==> src/rtl/ace_pkg.sv <==
package ace_pkg;
  localparam logic [2:0] A_CTRL = 3'd0;
  localparam logic [2:0] A_OP   = 3'd1;
  localparam logic [2:0] A_DATA = 3'd2;
  localparam logic [2:0] A_MAC0 = 3'd3;
  localparam logic [2:0] A_MAC1 = 3'd4;
  localparam logic [2:0] A_MAC2 = 3'd5;
  localparam logic [2:0] A_DB   = 3'd6;

  typedef enum logic [2:0] {
    OP_NOP      = 3'd0,
    OP_FM_ALL   = 3'd1,
    OP_FM_NS    = 3'd2,
    OP_LOAD     = 3'd3,
    OP_NEXT     = 3'd4,
    OP_FM_ALLDB = 3'd5,
    OP_FM_NSDB  = 3'd6,
    OP_RSVD     = 3'd7
  } aceOp_e;

  typedef struct packed {
    logic start;
    logic step;
    logic finish;
  } aceStb_t;
endpackage

==> src/rtl/ace_ctrl.sv <==
module ace_ctrl
  import ace_pkg::*;
#(
  parameter int DEPTH = 16,
  localparam int IDX_W = $clog2(DEPTH)
) (
  input  logic             clk,
  input  logic             rstN,
  input  logic             wrEn,
  input  logic [2:0]       addr,
  input  logic             goBit,
  output logic             busy,
  output aceStb_t          stb,
  output logic [IDX_W-1:0] idx
);
  typedef enum logic [1:0] {S_IDLE, S_WALK, S_DONE} state_e;
  state_e state;
  logic accept;

  assign accept = wrEn && (addr == A_OP) && goBit && (state == S_IDLE);

  always_ff @(posedge clk) begin
    if (!rstN) begin
      state <= S_IDLE;
      idx   <= '0;
    end else begin
      case (state)
        S_IDLE: if (accept) begin
          state <= S_WALK;
          idx   <= '0;
        end
        S_WALK: if (idx == IDX_W'(DEPTH - 1)) state <= S_DONE;
                else idx <= idx + 1'b1;
        default: state <= S_IDLE;
      endcase
    end
  end

  always_comb begin
    stb.start  = accept;
    stb.step   = (state == S_WALK);
    stb.finish = (state == S_DONE);
    busy       = (state != S_IDLE);
  end
endmodule

==> src/rtl/ace_datapath.sv <==
module ace_datapath
  import ace_pkg::*;
#(
  parameter int DEPTH  = 16,
  parameter int NUM_DB = 64,
  parameter int PORTS  = 8,
  parameter int MOVE_W = 4,
  localparam int IDX_W = $clog2(DEPTH),
  localparam int DB_W  = (NUM_DB <= 2) ? 1 : $clog2(NUM_DB)
) (
  input  logic             clk,
  input  logic             rstN,
  input  logic             wrEn,
  input  logic [2:0]       addr,
  input  logic [15:0]      wrData,
  input  logic             busy,
  input  aceStb_t          stb,
  input  logic [IDX_W-1:0] idx,
  output logic [15:0]      rdData
);
  logic [15:0] ctrlR, dataR;
  logic [14:0] opR;
  logic [47:0] macR;
  logic [11:0] dbR, dbWide;
  aceOp_e      cmdOp;
  logic [DB_W-1:0] cmdDb;

  logic [3:0]       tState [DEPTH];
  logic             tTrunk [DEPTH];
  logic [PORTS-1:0] tPvec  [DEPTH];
  logic [DB_W-1:0]  tDb    [DEPTH];
  logic [47:0]      tMac   [DEPTH];

  logic matchFound, freeFound, bestFound;
  logic [IDX_W-1:0] matchIdx, freeIdx, bestIdx;
  logic [47:0] bestMac;

  // database number placement depends on how many databases exist
  generate
    if (NUM_DB <= 16) begin : g_db16
      assign dbWide = {8'd0, wrData[3:0]};
    end else if (NUM_DB <= 64) begin : g_db64
      assign dbWide = {6'd0, wrData[9:8], wrData[3:0]};
    end else if (NUM_DB <= 256) begin : g_db256
      assign dbWide = {4'd0, ctrlR[15:12], wrData[3:0]};
    end else begin : g_dbreg
      assign dbWide = dbR;
    end
  endgenerate

  logic [3:0]        dState, curState;
  logic [PORTS-1:0]  dPvec, curPvec, fromBit, toBit, movedVec, one;
  logic [MOVE_W-1:0] fromP, toP;
  logic [47:0]       curMac;
  logic hit, dbHit, macHit, isFlush, inScope, nsOnly, allDb, eligible, moveHit;

  always_comb begin
    dState   = dataR[3:0];
    dPvec    = dataR[4 +: PORTS];
    fromP    = dataR[4 +: MOVE_W];
    toP      = dataR[4 + MOVE_W +: MOVE_W];
    one      = {{(PORTS-1){1'b0}}, 1'b1};
    curState = tState[idx];
    curPvec  = tPvec[idx];
    curMac   = tMac[idx];
    hit      = curState != 4'd0;
    dbHit    = tDb[idx] == cmdDb;
    macHit   = curMac == macR;
    allDb    = (cmdOp == OP_FM_ALL) || (cmdOp == OP_FM_NS);
    nsOnly   = (cmdOp == OP_FM_NS) || (cmdOp == OP_FM_NSDB);
    isFlush  = allDb || (cmdOp == OP_FM_ALLDB) || (cmdOp == OP_FM_NSDB);
    inScope  = allDb || dbHit;
    eligible = hit && isFlush && inScope && !(nsOnly && curState >= 4'hE);
    fromBit  = one << fromP;
    toBit    = (toP == {MOVE_W{1'b1}}) ? '0 : (one << toP);
    moveHit  = (curPvec & fromBit) != '0;
    movedVec = (curPvec & ~fromBit) | toBit;
  end

  // host register file and get-next result write-back
  always_ff @(posedge clk) begin
    if (!rstN) begin
      ctrlR <= '0; opR <= '0; dataR <= '0; macR <= '0; dbR <= '0;
      cmdOp <= OP_NOP; cmdDb <= '0;
    end else begin
      if (wrEn && !busy) begin
        case (addr)
          A_CTRL: ctrlR <= wrData;
          A_OP:   opR <= wrData[14:0];
          A_DATA: dataR <= wrData;
          A_MAC0: macR[47:32] <= wrData;
          A_MAC1: macR[31:16] <= wrData;
          A_MAC2: macR[15:0] <= wrData;
          A_DB:   dbR <= wrData[11:0];
          default: ;
        endcase
      end
      if (stb.start) begin
        cmdOp <= aceOp_e'(wrData[14:12]);
        cmdDb <= dbWide[DB_W-1:0];
      end
      if (stb.finish && cmdOp == OP_NEXT) begin
        if (bestFound) begin
          dataR <= '0;
          dataR[3:0] <= tState[bestIdx];
          dataR[4 +: PORTS] <= tPvec[bestIdx];
          dataR[15] <= tTrunk[bestIdx];
          macR <= bestMac;
        end else begin
          dataR <= '0;
          macR <= '1;
        end
      end
    end
  end

  // table storage and the slot-by-slot walk
  always_ff @(posedge clk) begin
    if (!rstN) begin
      for (int i = 0; i < DEPTH; i++) begin
        tState[i] <= '0; tTrunk[i] <= 1'b0; tPvec[i] <= '0;
        tDb[i] <= '0; tMac[i] <= '0;
      end
      matchFound <= 1'b0; freeFound <= 1'b0; bestFound <= 1'b0;
      matchIdx <= '0; freeIdx <= '0; bestIdx <= '0; bestMac <= '0;
    end else begin
      if (stb.start) begin
        matchFound <= 1'b0; freeFound <= 1'b0; bestFound <= 1'b0;
      end
      if (stb.step) begin
        if (hit && dbHit && macHit && !matchFound) begin
          matchFound <= 1'b1; matchIdx <= idx;
        end
        if (!hit && !freeFound) begin
          freeFound <= 1'b1; freeIdx <= idx;
        end
        if (cmdOp == OP_NEXT && hit && dbHit && ((&macR) || curMac > macR) &&
            (!bestFound || curMac < bestMac)) begin
          bestFound <= 1'b1; bestIdx <= idx; bestMac <= curMac;
        end
        if (eligible) begin
          if (dState == 4'd0) tState[idx] <= 4'd0;
          else if (dState == 4'hF && moveHit) begin
            tPvec[idx] <= movedVec;
            if (movedVec == '0) tState[idx] <= 4'd0;
          end
        end
      end
      if (stb.finish && cmdOp == OP_LOAD) begin
        if (dState == 4'd0) begin
          if (matchFound) tState[matchIdx] <= 4'd0;
        end else if (matchFound || freeFound) begin
          tState[matchFound ? matchIdx : freeIdx] <= dState;
          tTrunk[matchFound ? matchIdx : freeIdx] <= dataR[15];
          tPvec[matchFound ? matchIdx : freeIdx]  <= dPvec;
          tDb[matchFound ? matchIdx : freeIdx]    <= cmdDb;
          tMac[matchFound ? matchIdx : freeIdx]   <= macR;
        end
      end
    end
  end

  always_comb begin
    case (addr)
      A_CTRL: rdData = ctrlR;
      A_OP:   rdData = {busy, opR};
      A_DATA: rdData = dataR;
      A_MAC0: rdData = macR[47:32];
      A_MAC1: rdData = macR[31:16];
      A_MAC2: rdData = macR[15:0];
      A_DB:   rdData = {4'd0, dbR};
      default: rdData = '0;
    endcase
  end
endmodule

==> src/rtl/addr_cmd_engine.sv <==
module addr_cmd_engine
  import ace_pkg::*;
#(
  parameter int DEPTH  = 16,
  parameter int NUM_DB = 64,
  parameter int PORTS  = 8,
  parameter int MOVE_W = 4,
  localparam int IDX_W = $clog2(DEPTH)
) (
  input  logic        clk,
  input  logic        rstN,
  input  logic        wrEn,
  input  logic [2:0]  addr,
  input  logic [15:0] wrData,
  output logic [15:0] rdData
);
  logic busy;
  aceStb_t stb;
  logic [IDX_W-1:0] idx;

  ace_ctrl #(.DEPTH(DEPTH)) u_ctrl (
    .clk(clk), .rstN(rstN), .wrEn(wrEn), .addr(addr), .goBit(wrData[15]),
    .busy(busy), .stb(stb), .idx(idx)
  );

  ace_datapath #(.DEPTH(DEPTH), .NUM_DB(NUM_DB), .PORTS(PORTS), .MOVE_W(MOVE_W)) u_dp (
    .clk(clk), .rstN(rstN), .wrEn(wrEn), .addr(addr), .wrData(wrData),
    .busy(busy), .stb(stb), .idx(idx), .rdData(rdData)
  );
endmodule

==> config.mk <==
export PLATFORM = sky130hd
export DESIGN_NAME = addr_cmd_engine
export DESIGN_NICKNAME = d
export VERILOG_FILES = /design/src/rtl/ace_pkg.sv /design/src/rtl/ace_ctrl.sv /design/src/rtl/ace_datapath.sv /design/src/rtl/addr_cmd_engine.sv
export SDC_FILE = /design/constraint.sdc
export NUM_CORES = 2
export LEC_CHECK = 0
export ABC_CLOCK_PERIOD_IN_PS = 22500
export BUFFER_PORTS_ARGS = -buffer_cell sky130_fd_sc_hd__buf_4
export CORE_UTILIZATION = 60
export CTS_BUF_LIST = sky130_fd_sc_hd__clkbuf_8
export CTS_CLUSTER_SIZE = 40
export DETAILED_ROUTE_END_ITERATION = 8
export PLACE_DENSITY = 0.86
export SKIP_CTS_REPAIR_TIMING = 1
export SYNTH_ARGS = -nofsm -noshare
export SYNTH_HDL_FRONTEND = slang
export SYNTH_SLANG_ARGS = --single-unit
==> constraint.sdc <==
create_clock -name clk -period 22.5 [get_ports clk]
set_input_delay 2.25 -clock clk [delete_from_list [all_inputs] [get_ports clk]]
set_output_delay 2.25 -clock clk [all_outputs]
set_load 0.02 [all_outputs]
; ---- Yosys cells after proc, flatten, opt, wreduce, memory -nomap -nowiden
; Memory sizes are Yosys's and may differ from the RTL's. A register that Yosys moved wholly into a read port is not among the register bits.
; Cells that the tools add are included.
; Widths: inputs -> output; s select.
[totals]
elab_cells = 219
out_inout_bits = 16
in_bits = 22
ramBits = 1072
reg_bits = 185
memories = 5
[op_classes]
shift = 2
muxes = 96
n_addsub = 1
n_eq_ne = 22
n_bitwise = 5
order_cmp = 3
n_reduce_logical = 67
[mem_list]
columns = memory, depth, word_bits, rd, rd_clocked_by_memory_dff, wr, line
row1 = u_dp.tMac, 16, 48, 1, 1, 16, ace_datapath.sv:32  ; logic [47:0] tMac [DEPTH];
row2 = u_dp.tPvec, 16, 8, 2, 2, 16, ace_datapath.sv:30  ; logic [PORTS-1:0] tPvec [DEPTH];
row3 = u_dp.tDb, 16, 6, 1, 1, 16, ace_datapath.sv:31  ; logic [DB_W-1:0] tDb [DEPTH];
row4 = u_dp.tState, 16, 4, 2, 2, 16, ace_datapath.sv:28  ; logic [3:0] tState [DEPTH];
row5 = u_dp.tTrunk, 16, 1, 1, 1, 16, ace_datapath.sv:29  ; logic tTrunk [DEPTH];
[op_table]
columns = op, n
row1 = $mux 48, 4
row2 = $mux 4, 29
row3 = $mux 16, 7
row4 = $pmux 16 s7, 1
row5 = $eq 48x48->1, 1
row6 = $gt 48x48->1, 1
row7 = $lt 48x48->1, 1
row8 = $reduce_and 48->1, 1
row9 = $reduce_or 48->1, 1
row10 = $mux 1, 47
row11 = $mux 8, 3
row12 = $reduce_and 2->1, 11
row13 = $logic_and 1x1->1, 19
row14 = $eq 3x3->1 const B, 6
row15 = $and 8x8->8, 2
row16 = $reduce_or 8->1, 2
row17 = $shl 1x4->8 const A, 2
row18 = $reduce_bool 2->1, 7
row19 = $eq 3x2->1 const B, 4
row20 = $eq 4x4->1 const B, 3
row21 = $reduce_or 4->1, 3
row22 = $logic_not 8->1, 1
row23 = $logic_or 1x1->1, 8
row24 = $not 8->8, 1
row25 = 23 further kinds, 31

; ---- Logic depth before layout (Yosys ltp)
[depth]
depth_word = 17
ltp_mapped = 20
mapped_depth_nobuf = 12

; ---- Modules after synthesis
; From an unflattened synthesis, not the netlist that was laid out.
[unflattened]
hier_cells = 4651
hier_area_um2 = 60659.4
[modules_own_cells]
columns = module, seq_area_each_um2, instances, area_each_um2, cells_each
row1 = ace_datapath, 35694.2, 1, 60356.6, 4618
row2 = ace_ctrl, 120.1, 1, 302.8, 33

; ---- Worst setup path after synthesis
; OpenSTA, ideal clock, no wires.
[synth_timing]
path_kind = input to register
start = input rstN
end = memory u_dp.tPvec[14][0] (enable)
arrival_ns = 8.503
setup_ns = 0.375
required_time_ns = 22.125
n_path_buf = 1
path_slack_ns = 13.622
path_stages = 8
cell_sequence = clkbuf_1 -> nand4b_1 -> nor4_1 -> o21ai_1 -> o21ai_1 -> nand2_1 -> o21ai_0 -> o21bai_1
[synth_rtl]
columns = element, line
row1 = "start, declared", addr_cmd_engine.sv:11  ; input logic rstN,
row2 = "end, declared", ace_datapath.sv:30

==> implementation parameters <==
Parameter                              Value

Route
  Detailed-route wire length ... between 150,000 and 200,000 µm
  Drt initial violations ... 7,958
  Wire length per cell after detailed routing ... 30.9 µm
  Post-DR vias/cell ... 7.36
  DR vias ... 44,616
  Post-detailed-route count of antenna-violating nets ... 0
  DRC errors left ... 1
  Detailed-router iteration count before antenna repair ... 9

Synthesis
  Area leader, netlist ... edfxtp_1
  Portion of the post-synthesis area used by sequential elements ... 58.8%
  Number of enable-type register cells in the synthesized netlist ... 1,056
  Cell count after synthesis ... about 4,700
  Synthesized cell area ... 61,000 µm²
  Number of distinct standard cells referenced by the synthesized netlist ... 90
  Most frequent cells after synthesis ... edfxtp_1 (1,056), nor3_1 (788), nand2_1 (417)
  Yosys reg bits ... 1,265
  Largest cells by area after synthesis ... edfxtp_1 (52%), mux4_2 (13%), dfxtp_1 (6.9%)
  Dominant synthesized flop cell ... edfxtp_1
  Async set or reset register ratio after synthesis ... 0%
  Average cell area after synthesis ... 13.0 µm²
  Count of warnings emitted by yosys ... 0
  Area share of the largest cell type after synthesis ... 52.0%
  Most frequent cell after synthesis ... edfxtp_1
  Net count after synthesis ... 4,805

STA
  Number of max-slew violations in the final report ... 8
  Post-layout min period ... 6970 ps
  Unrepaired setup endpoints after global routing ... false
  Max Fclk ... 143 MHz
  Setup skew after layout ... 53.8 ps
  Worst slew margin relative to its limit ... -0.287%
  Number of hold-slack violations in the final timing report ... 0
  Portion of the clock cycle consumed by the worst path in the final layout ... 31.0%
  Worst-case hold slack ... 458 ps
  Total negative slack ... 0 ps
  Slew at the pin closest to its max-slew limit ... 1500 ps
  # setup viols final ... 0

GRT
  Gr usage total ... 36.2%
  Maximum number of pins on one net before global-route repair ... 201
  Total overflow reported by the global router ... 0
  Global-route wire length before repair ... 275,000 µm
  Via count of the first global-routing pass ... 43,412
  Number of antenna violations at the first check in global routing ... 6

Clock tree
  Root Driver ... clkbuf_8
  Clock-pin transition on the worst setup and hold timing paths ... 60 ps
  Count of H-tree levels built during CTS ... 4
  CTS tree ... done
  Buffers from clock root to sink, at most ... 3
  Worst-Skew Late Latency ... 910 ps
  Clock buffers created by TritonCTS ... between 150 and 200
  Count of clock tree sinks ... 1,265

Min path
  Worst min-delay path category ... reg2reg
  Hold path cells ... 2

Finish
  Area used by multi-input combinational logic ... about 23,000 µm²
  Area growth syn-to-layout ... 7.77%
  Share of cells above drive strength 1 ... between 10% and 20%
  Fillers ... 6,680
  Number of nets at the end of the flow ... 4,658
  FF+latch area ... roughly 36,000 µm²

Worst setup path
  Kind of start point of the critical path ... register
  Critical Path Fanout Max ... between 100 and 150
  Required time at the endpoint of the critical path ... between 20,000 and 25,000 ps
  CP endpoint kind ... register
  Crit Path Class ... reg2reg
  Critical path data arrival time ... 7790 ps
  R2R setup slack ... 15,530 ps
  Worst Reg2Reg Path Length in Cells ... 14

Placed design
  Placed wire-length estimate after detailed placement ... 108,000 µm
  Total of buffers placed on input and output ports ... 37
  Final weighted congestion in routability-driven placement ... 1.01

Status
  Outcome ... finished, violations left
  Failing checks ... design-rule violations, max-slew violations

Pwr
  Internal power summed over all cells ... approximately 3.7 mW
  Fraction of power spent switching nets ... 24.0%
  Standby leakage power ... 19.5 nW
  Proportion of power drawn by flip-flops and latches ... 55.2%
  Highest ir drop seen on vdd ... 59.5 µV
  Clock Power Share ... between 30% and 40%
  Power per cell area ... 73.8 nW/µm²
  Overall Power ... 4.86 mW
  Sw Pwr ... 1.17 mW
  Logic pwr share ... 6.2%

Floorplanning
  Die Wd ... 321 µm
  Chip height ... 321 µm
  Core area ... 100,000 µm²
  Cell row count ... approximately 120
  Total I/O pin count ... 38
  Die area ... 103,000 µm²
  Initial core utilization ... 60.8%

Flow run
  Max cap viols ... 0
## flip-flops by register name, indices dropped and copies added, names as in the netlist, 15 cells and up, named ones only
signal	count
u_dp.tTrunk	16
u_dp.opR	15
u_dp.ctrlR	16
u_dp.dataR	16
u_dp.tPvec	128
u_dp.tState	64
u_dp.macR	48
u_dp.bestMac	48
u_dp.tMac	768
u_dp.tDb	96
## layer usage
metal,vias to the layer above,part of all wire [%],wire [µm],GRT usage [%]
met3,1042,16,29300,11.0
met4,12,8.0,15000,25.7
met5,-,0.10,192,0
li1,17703,-,-,-
met2,4577,44,83000,53.7
met1,21282,32,59500,45.6
## cells in the final DEF, fill, tap and decap left out, types with 34 or more instances in the layout
cell / netlist / final
o21ai_0: 67 / 47
nand2_1: 417 / 414
a21oi_1: 165 / 164
and2_1: 111 / 111
nor2_1: 214 / 213
o221ai_1: 57 / 57
clkbuf_8: 0 / 212
nor3_1: 788 / 788
dfxtp_1: 209 / 203
inv_1: 52 / 125
mux4_2: 358 / 358
nor2_2: 72 / 72
edfxtp_1: 1056 / 1056
nand4_1: 34 / 34
buf_4: 14 / 97
ha_1: 96 / 96
mux2i_1: 135 / 135
clkinv_1: 48 / 84
## area by class of cell
cell class,count,area share (%)
Clock buffer,212,4.44
Inverter,102,0.590
Clock inverter,142,1.26
Tap cell,1357,2.58
Timing Repair Buffer,104,1.31
Antenna cell,4,0.0152
Sequential cell,1265,54.6
Multi-Input combinational cell,2873,35.2
## final timing paths
path	startpoint	end
worst max-delay path	register	u_dp.bestMac[13]$_SDFFE_PN0P_
worst min-delay path	u_dp.opR[14]$_SDFFE_PN0P_	u_dp.opR[14]$_SDFFE_PN0P_
worst max register to register	register	u_dp.bestMac[13]$_SDFFE_PN0P_
worst min register to register	u_dp.opR[14]$_SDFFE_PN0P_	u_dp.opR[14]$_SDFFE_PN0P_
## power by group through the flow
stage	clock network (mW)	logic, mW	registers, mW
floorplan	0	0.190	2.71
global placement	0	0.278	2.71
detailed placement	0	0.286	2.72
CTS	1.87	0.288	2.68
global route	1.97	0.308	2.68
finish	1.88	0.300	2.68
## worst max-delay path: stages, from the launching register on
cell	delay, ps
dfxtp_4	840
buf_12	660
buf_4	920
mux4_2	630
mux4_2	590
ha_1	380
nand4_1	120
or4_1	520
nand3b_1	270
a31oi_1	220
a21o_1	110
o31ai_1	70
nor4_2	210
buf_4	720
mux2i_1	350
## kinds of logic (layout without fill, tap and decap cells)
| group | Yosys count | count (layout) | synth area share, % |
|---|---|---|---|
| buf+inv | 549 | 560 | 3.78 |
| other cells | 0 | 4 | 0 |
| xor+xnor | 3 | 3 | 0.0431 |
| flops | 1265 | 1265 | 58.8 |
| mux | 508 | 508 | 15.7 |
| fa+ha+maj | 96 | 96 | 1.97 |
| simple gates | 1779 | 1779 | 14.1 |
| compound gates | 487 | 487 | 5.59 |
## per-stage QoR
step	std cells	setup slack, ps	area [µm²]	util [%]
after global placement	5701	15690	62000	61.7
after global routing	6058	15140	65800	65.5
after CTS	6055	15520	65800	65.5
after floorplan	4687	13620	61000	-
final	6059	15530	65800	65.5
after detailed placement	5701	15450	62000	61.7
No activity file was read; power rests on OpenSTA's default activity.
